<file path="src/rtl/vcc_pkg.sv">
// Shared definitions for the input virtual-channel controller.
// Assumes: state codes are visible on the top-level ports and must not change.
package vcc_pkg;

    typedef enum logic [1:0] {
        VC_IDLE   = 2'd0,
        VC_ROUTE  = 2'd1,
        VC_ALLOC  = 2'd2,
        VC_ACTIVE = 2'd3
    } vc_state_e;

endpackage

</file>
<file path="src/rtl/vcc_fifo.sv">
// Per-channel flit buffer: a circular FIFO of DEPTH entries.
// Assumes: a write into a full buffer is dropped and reported through ovf_evt;
// a read of an empty buffer is ignored. Full is judged before any same-cycle read.
module vcc_fifo #(
    parameter int WIDTH = 18,
    parameter int DEPTH = 4
) (
    input  logic             clk,
    input  logic             rst_n,
    input  logic             wr_en,
    input  logic [WIDTH-1:0] wr_data,
    input  logic             rd_en,
    output logic [WIDTH-1:0] rd_data,
    output logic             empty,
    output logic             full,
    output logic             ovf_evt
);
    localparam int PTR_W = (DEPTH > 1) ? $clog2(DEPTH) : 1;
    localparam int CNT_W = $clog2(DEPTH + 1);
    localparam logic [PTR_W-1:0] LAST = PTR_W'(DEPTH - 1);

    logic [WIDTH-1:0] mem [DEPTH];
    logic [PTR_W-1:0] wr_ptr;
    logic [PTR_W-1:0] rd_ptr;
    logic [CNT_W-1:0] count;
    logic             wr_ok;
    logic             rd_ok;

    // Accept decisions for this cycle.
    always_comb begin
        empty   = (count == '0);
        full    = (count == CNT_W'(DEPTH));
        wr_ok   = wr_en && !full;
        rd_ok   = rd_en && !empty;
        ovf_evt = wr_en && full;
        rd_data = mem[rd_ptr];
    end

    // Storage array, written on accepted writes only.
    always_ff @(posedge clk) begin
        if (wr_ok) begin
            mem[wr_ptr] <= wr_data;
        end
    end

    // Pointer and occupancy tracking.
    always_ff @(posedge clk) begin
        if (!rst_n) begin
            wr_ptr <= '0;
            rd_ptr <= '0;
            count  <= '0;
        end else begin
            if (wr_ok) begin
                wr_ptr <= (wr_ptr == LAST) ? '0 : wr_ptr + 1'b1;
            end
            if (rd_ok) begin
                rd_ptr <= (rd_ptr == LAST) ? '0 : rd_ptr + 1'b1;
            end
            case ({wr_ok, rd_ok})
                2'b10:   count <= count + 1'b1;
                2'b01:   count <= count - 1'b1;
                default: count <= count;
            endcase
        end
    end

endmodule

</file>
<file path="src/rtl/vcc_fsm.sv">
// Per-channel packet lifecycle: idle -> routing -> VC-allocation -> active -> idle.
// Assumes: the front flit inputs describe the buffer head this cycle; the age
// counter holds the number of cycles already spent in the current state and
// saturates at its maximum.
module vcc_fsm
    import vcc_pkg::*;
#(
    parameter int AGE_W  = 4,
    parameter int PORT_W = 3,
    parameter int VC_W   = 2
) (
    input  logic              clk,
    input  logic              rst_n,
    input  logic [AGE_W-1:0]  route_dly,
    input  logic [AGE_W-1:0]  alloc_dly,
    input  logic              front_valid,
    input  logic              front_head,
    input  logic              front_tail,
    input  logic              pop_req,
    input  logic              grant_hit,
    input  logic [PORT_W-1:0] grant_port,
    input  logic [VC_W-1:0]   grant_ovc,
    output vc_state_e         state,
    output logic              route_req,
    output logic              va_req,
    output logic              buf_pop,
    output logic              nonhead_evt,
    output logic [PORT_W-1:0] out_port,
    output logic [VC_W-1:0]   out_ovc
);
    localparam logic [AGE_W-1:0] AGE_MAX = '1;

    vc_state_e        state_nxt;
    logic [AGE_W-1:0] age;

    // Next-state and strobe decode for the current state.
    always_comb begin
        state_nxt   = state;
        route_req   = 1'b0;
        va_req      = 1'b0;
        buf_pop     = 1'b0;
        nonhead_evt = 1'b0;
        case (state)
            VC_IDLE: begin
                if (front_valid) begin
                    if (front_head) begin
                        route_req = 1'b1;
                        state_nxt = VC_ROUTE;
                    end else begin
                        nonhead_evt = 1'b1;
                        buf_pop     = 1'b1;
                    end
                end
            end
            VC_ROUTE: begin
                if (age >= route_dly) begin
                    state_nxt = VC_ALLOC;
                end
            end
            VC_ALLOC: begin
                va_req = (age >= alloc_dly);
                if (va_req && grant_hit) begin
                    state_nxt = VC_ACTIVE;
                end
            end
            VC_ACTIVE: begin
                buf_pop = pop_req && front_valid;
                if (buf_pop && front_tail) begin
                    state_nxt = VC_IDLE;
                end
            end
            default: state_nxt = VC_IDLE;
        endcase
    end

    // State register and saturating age counter.
    always_ff @(posedge clk) begin
        if (!rst_n) begin
            state <= VC_IDLE;
            age   <= '0;
        end else begin
            state <= state_nxt;
            if (state_nxt != state) begin
                age <= '0;
            end else if (age != AGE_MAX) begin
                age <= age + 1'b1;
            end
        end
    end

    // Output assignment captured on an accepted grant.
    always_ff @(posedge clk) begin
        if (!rst_n) begin
            out_port <= '0;
            out_ovc  <= '0;
        end else if (va_req && grant_hit) begin
            out_port <= grant_port;
            out_ovc  <= grant_ovc;
        end
    end

endmodule

</file>
<file path="src/rtl/vcc_lane.sv">
// One virtual channel: its flit buffer plus its lifecycle state machine.
// Assumes: wr_en is already decoded for this channel.
module vcc_lane
    import vcc_pkg::*;
#(
    parameter int FLIT_W = 16,
    parameter int DEPTH  = 4,
    parameter int AGE_W  = 4,
    parameter int PORT_W = 3,
    parameter int VC_W   = 2
) (
    input  logic              clk,
    input  logic              rst_n,
    input  logic [AGE_W-1:0]  route_dly,
    input  logic [AGE_W-1:0]  alloc_dly,
    input  logic              wr_en,
    input  logic              wr_head,
    input  logic              wr_tail,
    input  logic [FLIT_W-1:0] wr_data,
    input  logic              pop_req,
    input  logic              grant_hit,
    input  logic [PORT_W-1:0] grant_port,
    input  logic [VC_W-1:0]   grant_ovc,
    output logic              front_valid,
    output logic              front_head,
    output logic              front_tail,
    output logic [FLIT_W-1:0] front_data,
    output vc_state_e         state,
    output logic              route_req,
    output logic              va_req,
    output logic [PORT_W-1:0] out_port,
    output logic [VC_W-1:0]   out_ovc,
    output logic              nonhead_evt,
    output logic              ovf_evt
);
    localparam int ENTRY_W = FLIT_W + 2;

    logic [ENTRY_W-1:0] rd_entry;
    logic               empty;
    logic               full;
    logic               buf_pop;

    vcc_fifo #(
        .WIDTH (ENTRY_W),
        .DEPTH (DEPTH)
    ) u_fifo (
        .clk     (clk),
        .rst_n   (rst_n),
        .wr_en   (wr_en),
        .wr_data ({wr_head, wr_tail, wr_data}),
        .rd_en   (buf_pop),
        .rd_data (rd_entry),
        .empty   (empty),
        .full    (full),
        .ovf_evt (ovf_evt)
    );

    // Unpack the buffer head into its fields.
    always_comb begin
        front_valid = !empty;
        front_head  = rd_entry[ENTRY_W-1];
        front_tail  = rd_entry[ENTRY_W-2];
        front_data  = rd_entry[FLIT_W-1:0];
    end

    vcc_fsm #(
        .AGE_W  (AGE_W),
        .PORT_W (PORT_W),
        .VC_W   (VC_W)
    ) u_fsm (
        .clk         (clk),
        .rst_n       (rst_n),
        .route_dly   (route_dly),
        .alloc_dly   (alloc_dly),
        .front_valid (front_valid),
        .front_head  (front_head),
        .front_tail  (front_tail),
        .pop_req     (pop_req),
        .grant_hit   (grant_hit),
        .grant_port  (grant_port),
        .grant_ovc   (grant_ovc),
        .state       (state),
        .route_req   (route_req),
        .va_req      (va_req),
        .buf_pop     (buf_pop),
        .nonhead_evt (nonhead_evt),
        .out_port    (out_port),
        .out_ovc     (out_ovc)
    );

endmodule

</file>
<file path="src/rtl/vc_input_ctrl.sv">
// Input-port virtual-channel controller: steers arriving flits into per-channel
// buffers, runs one lifecycle state machine per channel and keeps sticky
// protocol-error flags.
// Assumes: at most one flit arrives per cycle; in_vc and grant_vc values at or
// above NUM_VC select no channel.
module vc_input_ctrl
    import vcc_pkg::*;
#(
    parameter int NUM_VC    = 4,
    parameter int BUF_DEPTH = 4,
    parameter int FLIT_W    = 16,
    parameter int PORT_W    = 3,
    parameter int AGE_W     = 4,
    localparam int VC_W     = (NUM_VC > 1) ? $clog2(NUM_VC) : 1
) (
    input  logic                     clk,
    input  logic                     rst_n,
    input  logic [AGE_W-1:0]         cfg_route_dly,
    input  logic [AGE_W-1:0]         cfg_alloc_dly,
    input  logic                     in_valid,
    input  logic [VC_W-1:0]          in_vc,
    input  logic                     in_head,
    input  logic                     in_tail,
    input  logic [FLIT_W-1:0]        in_data,
    output logic [NUM_VC-1:0]        route_req,
    output logic [NUM_VC-1:0]        va_req,
    input  logic                     grant_valid,
    input  logic [VC_W-1:0]          grant_vc,
    input  logic [PORT_W-1:0]        grant_port,
    input  logic [VC_W-1:0]          grant_ovc,
    input  logic [NUM_VC-1:0]        pop,
    output logic [NUM_VC-1:0]        front_valid,
    output logic [NUM_VC-1:0]        front_head,
    output logic [NUM_VC-1:0]        front_tail,
    output logic [NUM_VC*FLIT_W-1:0] front_data,
    output logic [2*NUM_VC-1:0]      vc_state,
    output logic [NUM_VC*PORT_W-1:0] out_port,
    output logic [NUM_VC*VC_W-1:0]   out_ovc,
    output logic                     err_nonhead,
    output logic                     err_overflow
);
    logic [NUM_VC-1:0] lane_wr;
    logic [NUM_VC-1:0] lane_grant;
    logic [NUM_VC-1:0] lane_nonhead;
    logic [NUM_VC-1:0] lane_ovf;

    for (genvar v = 0; v < NUM_VC; v++) begin : g_lane
        vc_state_e lane_state;

        // Channel select for arriving flits and grants.
        always_comb begin
            lane_wr[v]    = in_valid && (in_vc == VC_W'(v));
            lane_grant[v] = grant_valid && (grant_vc == VC_W'(v));
        end

        vcc_lane #(
            .FLIT_W (FLIT_W),
            .DEPTH  (BUF_DEPTH),
            .AGE_W  (AGE_W),
            .PORT_W (PORT_W),
            .VC_W   (VC_W)
        ) u_lane (
            .clk         (clk),
            .rst_n       (rst_n),
            .route_dly   (cfg_route_dly),
            .alloc_dly   (cfg_alloc_dly),
            .wr_en       (lane_wr[v]),
            .wr_head     (in_head),
            .wr_tail     (in_tail),
            .wr_data     (in_data),
            .pop_req     (pop[v]),
            .grant_hit   (lane_grant[v]),
            .grant_port  (grant_port),
            .grant_ovc   (grant_ovc),
            .front_valid (front_valid[v]),
            .front_head  (front_head[v]),
            .front_tail  (front_tail[v]),
            .front_data  (front_data[v*FLIT_W +: FLIT_W]),
            .state       (lane_state),
            .route_req   (route_req[v]),
            .va_req      (va_req[v]),
            .out_port    (out_port[v*PORT_W +: PORT_W]),
            .out_ovc     (out_ovc[v*VC_W +: VC_W]),
            .nonhead_evt (lane_nonhead[v]),
            .ovf_evt     (lane_ovf[v])
        );

        assign vc_state[2*v +: 2] = lane_state;
    end

    // Sticky protocol-error flags, cleared only by reset.
    always_ff @(posedge clk) begin
        if (!rst_n) begin
            err_nonhead  <= 1'b0;
            err_overflow <= 1'b0;
        end else begin
            err_nonhead  <= err_nonhead  | (|lane_nonhead);
            err_overflow <= err_overflow | (|lane_ovf);
        end
    end

endmodule

</file>
<file path="config.mk">
export PLATFORM = sky130hd
export DESIGN_NAME = vc_input_ctrl
export DESIGN_NICKNAME = d
export VERILOG_FILES = /design/src/rtl/vcc_pkg.sv /design/src/rtl/vcc_fifo.sv /design/src/rtl/vcc_fsm.sv /design/src/rtl/vcc_lane.sv /design/src/rtl/vc_input_ctrl.sv
export SDC_FILE = /design/constraint.sdc
export NUM_CORES = 1
export LEC_CHECK = 0
export BUFFER_PORTS_ARGS = -buffer_cell sky130_fd_sc_hd__buf_4
export CAP_MARGIN = 20
export CORE_MARGIN = 4
export CORE_UTILIZATION = 40
export DETAILED_ROUTE_END_ITERATION = 10
export GPL_TIMING_DRIVEN = 1
export SLEW_MARGIN = 20
export SYNTH_ARGS = -nofsm -noshare
export SYNTH_HDL_FRONTEND = slang
export SYNTH_SLANG_ARGS = --single-unit
</file>
<file path="constraint.sdc">
create_clock -name clk -period 2.84 [get_ports clk]
set_input_delay 0.142 -clock clk [delete_from_list [all_inputs] [get_ports clk]]
set_output_delay 0.142 -clock clk [all_outputs]
set_load 0.01 [all_outputs]
</file>
**After elaboration in Yosys (flattened, before gate mapping)**

Memories as Yosys holds them, arrays and structs flattened. A register that Yosys moved wholly into a read port is not among the register bits.
Cells that the tools add are included.

- Magnitude comparators: 8
- Mux-type cells: 84
- Reduce and logical (&&, ||, !) cells: 64
- Bitwise gates (word level): 3
- Div/mod/pow operators: 0
- Equality and inequality tests: 46
- Add/subtract/negate cells: 20
- $mul: 0
- Shift operators: 0

Operators with widths:

| cell | number |
|---|---|
| two-way mux 2 bit | 36 |
| equality test 2 bit, second input constant | 24 |
| logical AND 1 bit | 36 |
| two-way mux 1 bit | 36 |
| >= comparator 4 bit | 8 |
| one-hot mux 2 bit (4 select lines) | 4 |
| one-hot mux 3 bit (2 select lines) | 4 |
| equality test 2 x 1 -> 1 bit, second input constant | 10 |
| adder 2 x 1 -> 2 bit, second input constant | 8 |
| adder 4 x 1 -> 4 bit, second input constant | 4 |
| != test 4 bit, second input constant | 4 |
| adder 3 x 1 -> 3 bit, second input constant | 4 |
| equality test 3 bit, second input constant | 4 |
| zero test 2 bit | 6 |
| zero test 3 bit | 4 |
| subtractor 3 x 1 -> 3 bit, second input constant | 4 |
| zero test 1 bit | 8 |
| != test 2 bit | 4 |
| one-hot mux 1 bit (2 select lines) | 4 |
| nonzero test 2 bit | 4 |
| OR reduction 2 bit | 4 |
| OR reduction 4 bit | 2 |
| OR 1 bit | 2 |
| inverter 1 bit | 1 |

- Memories: 4
- Bits in registers: 74
- Bits in writable memories: 288
- Logic and storage cells: 259
- Output and inout port bits: 114
- Memory bits (read-only): 0
- Bits in latches: 0

Memory list:

| memory | words | bits a word | rd ports | clocked after Yosys merged registers in | wr ports | line | source |
|---|---|---|---|---|---|---|---|
| g_lane[0].u_lane.u_fifo.mem | 4 | 18 | 1 | 1 | 1 | vcc_fifo.sv:22 | `logic [WIDTH-1:0] mem [DEPTH];` |
| g_lane[1].u_lane.u_fifo.mem | 4 | 18 | 1 | 1 | 1 | vcc_fifo.sv:22 |  |
| g_lane[2].u_lane.u_fifo.mem | 4 | 18 | 1 | 1 | 1 | vcc_fifo.sv:22 |  |
| g_lane[3].u_lane.u_fifo.mem | 4 | 18 | 1 | 1 | 1 | vcc_fifo.sv:22 |  |

**Longest topological paths before layout**

- Word-level depth: 8
- Mapped depth: 13
- Gate-level depth less buffers: 12

**By module**

From an unflattened synthesis, not the netlist that was laid out.

- Cell total of the unflattened synthesis: 1,037
- Area total of the unflattened synthesis: 16,173.0 um2

By module, submodules not included:

| module | cells an instance | sequential area each (um2) | area each (um2) | instances |
|---|---|---|---|---|
| vcc_fifo | 151 | 2,342.2 | 3,139.3 | 4 |
| vcc_fsm (g_lane[0].u_lane.u_fsm ...) | 106 | 220.2 | 873.3 | 3 |
| vcc_fsm (g_lane[3].u_lane.u_fsm) | 95 | 220.2 | 850.8 | 1 |
| vc_input_ctrl | 16 | 40.0 | 130.1 | 1 |
| vcc_lane | 1 | 0.0 | 3.8 | 4 |

**Least setup slack after synthesis**

No wires, ideal clock.

- Path kind: register -> register
- From: register with a tool-made name
- To: register g_lane[0].u_lane.u_fifo.count[2]
- Cell stages (with the launch flop): 12
- Required time: 2.770 ns
- Slack: 0.280 ns
- Clock period less this slack: 2.560 ns
- Setup time: 0.070 ns
- Data arrival time: 2.489 ns
- Cell sequence: dfxtp_1 > buf_6 > mux4_2 > o21ai_1 > nand3b_1 > inv_1 > ha_1 > inv_1 > fa_1 > xor2_1 > or3_1 > a21oi_1

RTL lines:

| item | line | source |
|---|---|---|
| end signal: assignment | vcc_fifo.sv:60 | `2'b10: count <= count + 1'b1;` |
| end signal: assignment | vcc_fifo.sv:61 | `2'b01: count <= count - 1'b1;` |
| end signal: assignment | vcc_fifo.sv:62 | `default: count <= count;` |
| end: declaration | vcc_fifo.sv:25 | `logic [CNT_W-1:0] count;` |

==> results.toml <==
[placed_design]
io_buffers = 156
gp_congestion = 0.808
pre_cts_slack_ns = 0.249
dp_hpwl_um = 23400

[clocking]
cts_buffers = 38
clk_latency_ns = 0.54
h-tree-depth = 2
clock_path_buffers = 3
cts.sink_count = 370
cts_tree = "yes"
root_buffer = "clkbuf_16"
clk_transition_reported_paths_ns = 0.06

[setup_path]
cp-start-kind = "register"
cp.required_ns = 3.29
path_cells = "mux4_2 -> o21ai_1 -> nand3b_1 -> inv_1 -> ha_1 -> inv_1 -> fa_1 -> xor2_1 -> or3_1 -> a21oi_1"
r2r_cells = 10
path_max_fanout = 5
arrival_ns = 3.07
regToRegEndpoint = "g_lane[0].u_lane.u_fifo.count[2]$_SDFFE_PN0P_"
rrSetupSlack_ns = 0.22
path_buf_inv = 2
path_common_cell = "inv_1"
critPathMaxStageDelay_ns = 0.54
path_delay_family = "adder cells"
criticalPathCategory = "reg2reg"
setup.worst_path.end_class = "register"
cpMaxStageDelayCell = "mux4_2"

[floorplanning]
die_y_um = 207
die_x_um = 207
die_area_sq_um = 43000
num_rows = 72
io_pins = 157
start_util_pct = 40.8
coreArea_sq_um = 39000

[layout]
final_cell_mix = "edfxtp_1, buf_4, dfxtp_1"
fin_util_pct = 49.1
mostFrequentLayoutCell = "edfxtp_1"
antennaDiodeCount = 0
final_nets = 1332
layout-area-overhead-vs-synth_pct = 20.6
drive_above_1_share_pct = 27.0

[synth]
syn_area_sq_um = 15900
synth_seq_cells = 370
synth_enable_flop_cells = 288
yosysWarnings = 0
async_reset_ff_share_pct = 0
yosysSeqAreaShare_pct = 64.7
synth_nets = 1123
synthFlopType = "edfxtp_1"
synth_cells = 1000
synth.distinct_cells = 71
avgSynthCellArea_sq_um = 15.9

[grt]
grt_start_max_net_pins = 33
track_usage_pct = 15.7
gr-total-overflow = 0
antenna_found_initial = 1
grt_pass1_wl_um = 54000
grt_pass1_vias = 9131

[sta]
setup_viol = 0
slew_headroom_pct = 48.1
holdWs_ns = 0.0786
setup_ws_ns = 0.217
maxSlewViolCount = 0
layout_min_cycle_time_ns = 2.62
final-hold-violation-count = 0
skew_ns = 0.0149
fin_crit_sh_pct = 92.4
worst_slew_pin_slew_ns = 0.774
fin_tns_setup_ns = 0
max_freq_mhz = 381
rsz0062_at_grt = "no"

[detailed_routing]
wl_per_cell_um = 19.5
drt_pass1_iterations = 5
vias = 8996
viasPerCell = 5.12
dr.first_iter.drc_count = 541
drt-total-wl_um = 34300
drc = 0
postRouteAntennaNets = 0

[power]
power_frac_seq_pct = 43.8
p_comb_share_pct = 22.7
internal_power_uw = 10400
p_sw_uw = 4020
vdd_drop_max_mv = 0.611
p_per_area_nw_per_um2 = 750
leakagePower_uw = 0.00684
finalPower_uw = 14400
swShare_pct = 27.9
pwr-share-clk_pct = 33.5

[min_path]
min_from = "pop[1]"
hp-class = "in2reg"
whs_endpoint = "g_lane[1].u_lane.u_fsm.state[1]$_SDFF_PN0_"
hold_path_depth = 4

[status]
status = "complete, no violations"

[job]
cap_violations = 0
timing repair:
item	in CTS	in global routing
buffers inserted	0	0
setup endpoints to repair	0	1
gates resized for setup	0	1
hold buffers	26	0
endpoints found under the hold margin	313	0
worst max-delay path by stage:
stage | end | slack, ns | depth (start not counted)
3_5_place_dp | g_lane[3].u_lane.u_fifo.count[2]$_SDFFE_PN0P_ | 0.25 | 10
3_3_place_gp | g_lane[3].u_lane.u_fifo.count[2]$_SDFFE_PN0P_ | 0.31 | 10
2_1_floorplan | g_lane[0].u_lane.u_fifo.count[2]$_SDFFE_PN0P_ | 0.28 | 11
5_1_grt | g_lane[3].u_lane.u_fifo.count[2]$_SDFFE_PN0P_ | 0.05 | 10
4_1_cts | g_lane[0].u_lane.u_fifo.count[2]$_SDFFE_PN0P_ | 0.23 | 10
6_report | g_lane[0].u_lane.u_fifo.count[2]$_SDFFE_PN0P_ | 0.22 | 10
synthesized netlist by cell type (9+ instances only):
cell type | instances | share of area (%)
o21ai_0 | 11 | 0.35
dfxtp_1 | 82 | 10
nand2b_1 | 9 | 0.35
buf_4 | 21 | 0.99
or3_1 | 11 | 0.43
nor3_1 | 11 | 0.35
a21oi_1 | 21 | 0.66
nand3_1 | 24 | 0.76
and2_1 | 18 | 0.71
ha_1 | 76 | 6.0
edfxtp_1 | 288 | 54
nand2_1 | 30 | 0.71
mux2i_1 | 30 | 1.9
o21ai_1 | 13 | 0.41
mux4_2 | 66 | 9.4
clkbuf_1 | 18 | 0.42
nor2_1 | 61 | 1.4
nand3b_1 | 9 | 0.42
inv_1 | 58 | 1.4
worst min-delay path, stage by stage:
cell	delay, ns
buf_4	0.09
a31oi_1	0.12
o21ai_1	0.12
a221oi_1	0.08
per-stage QoR:
| stage | cells | instance area (sq um) |
|---|---|---|
| finish | 1757 | 19200 |
| floorplan | 1000 | 15900 |
| global placement | 1661 | 17700 |
| detailed placement | 1661 | 17700 |
| global route | 1757 | 19200 |
| CTS | 1757 | 19200 |
cell families after synthesis:
logic type,share of synthesized area (%)
flops,64.7
mux,12.3
compound gates,4.83
fa+ha+maj,6.49
buf+inv,3.26
xor+xnor,0.661
simple gates,7.68
power groups by stage:
stage	registers (uW)	clock network, uW	logic, uW
3_5_place_dp	6410	0	3280
3_3_place_gp	6400	0	3260
4_1_cts	6300	4960	3330
2_1_floorplan	6380	0	2220
5_1_grt	6330	5180	3650
6_report	6300	4810	3270
cell type report:
| type | count | area (sq um) |
|---|---|---|
| fillers | 3290 | 19800 |
| flip-flops and latches | 370 | 10300 |
| multi-input cells | 521 | 5090 |
| repair buffers | 218 | 1700 |
| clock buffers | 51 | 1030 |
| well taps | 518 | 648 |
| inverters | 60 | 225 |
| clock inverters | 19 | 179 |
sequential cells by signal (all words and copies together) (netlist names), named ones only:
| register | flops |
|---|---|
| g_lane.u_lane.u_fsm.out_port | 12 |
| err_nonhead | 1 |
| g_lane.u_lane.u_fifo.count | 12 |
| err_overflow | 1 |
| g_lane.u_lane.u_fifo.mem | 288 |
| g_lane.u_lane.u_fifo.rd_ptr | 8 |
| g_lane.u_lane.u_fsm.age | 16 |
| g_lane.u_lane.u_fsm.state | 8 |
| g_lane.u_lane.u_fifo.wr_ptr | 8 |
| g_lane.u_lane.u_fsm.out_ovc | 8 |
metal layers:
layer	part of all wire, %	wire [um]	global-route usage [%]
met1	45	15300	21.6
met2	47	16000	25.1
met3	6.4	2180	4.29
met4	2.3	771	3.69
met5	0.038	13	0
(Power assumes the default switching activity.)
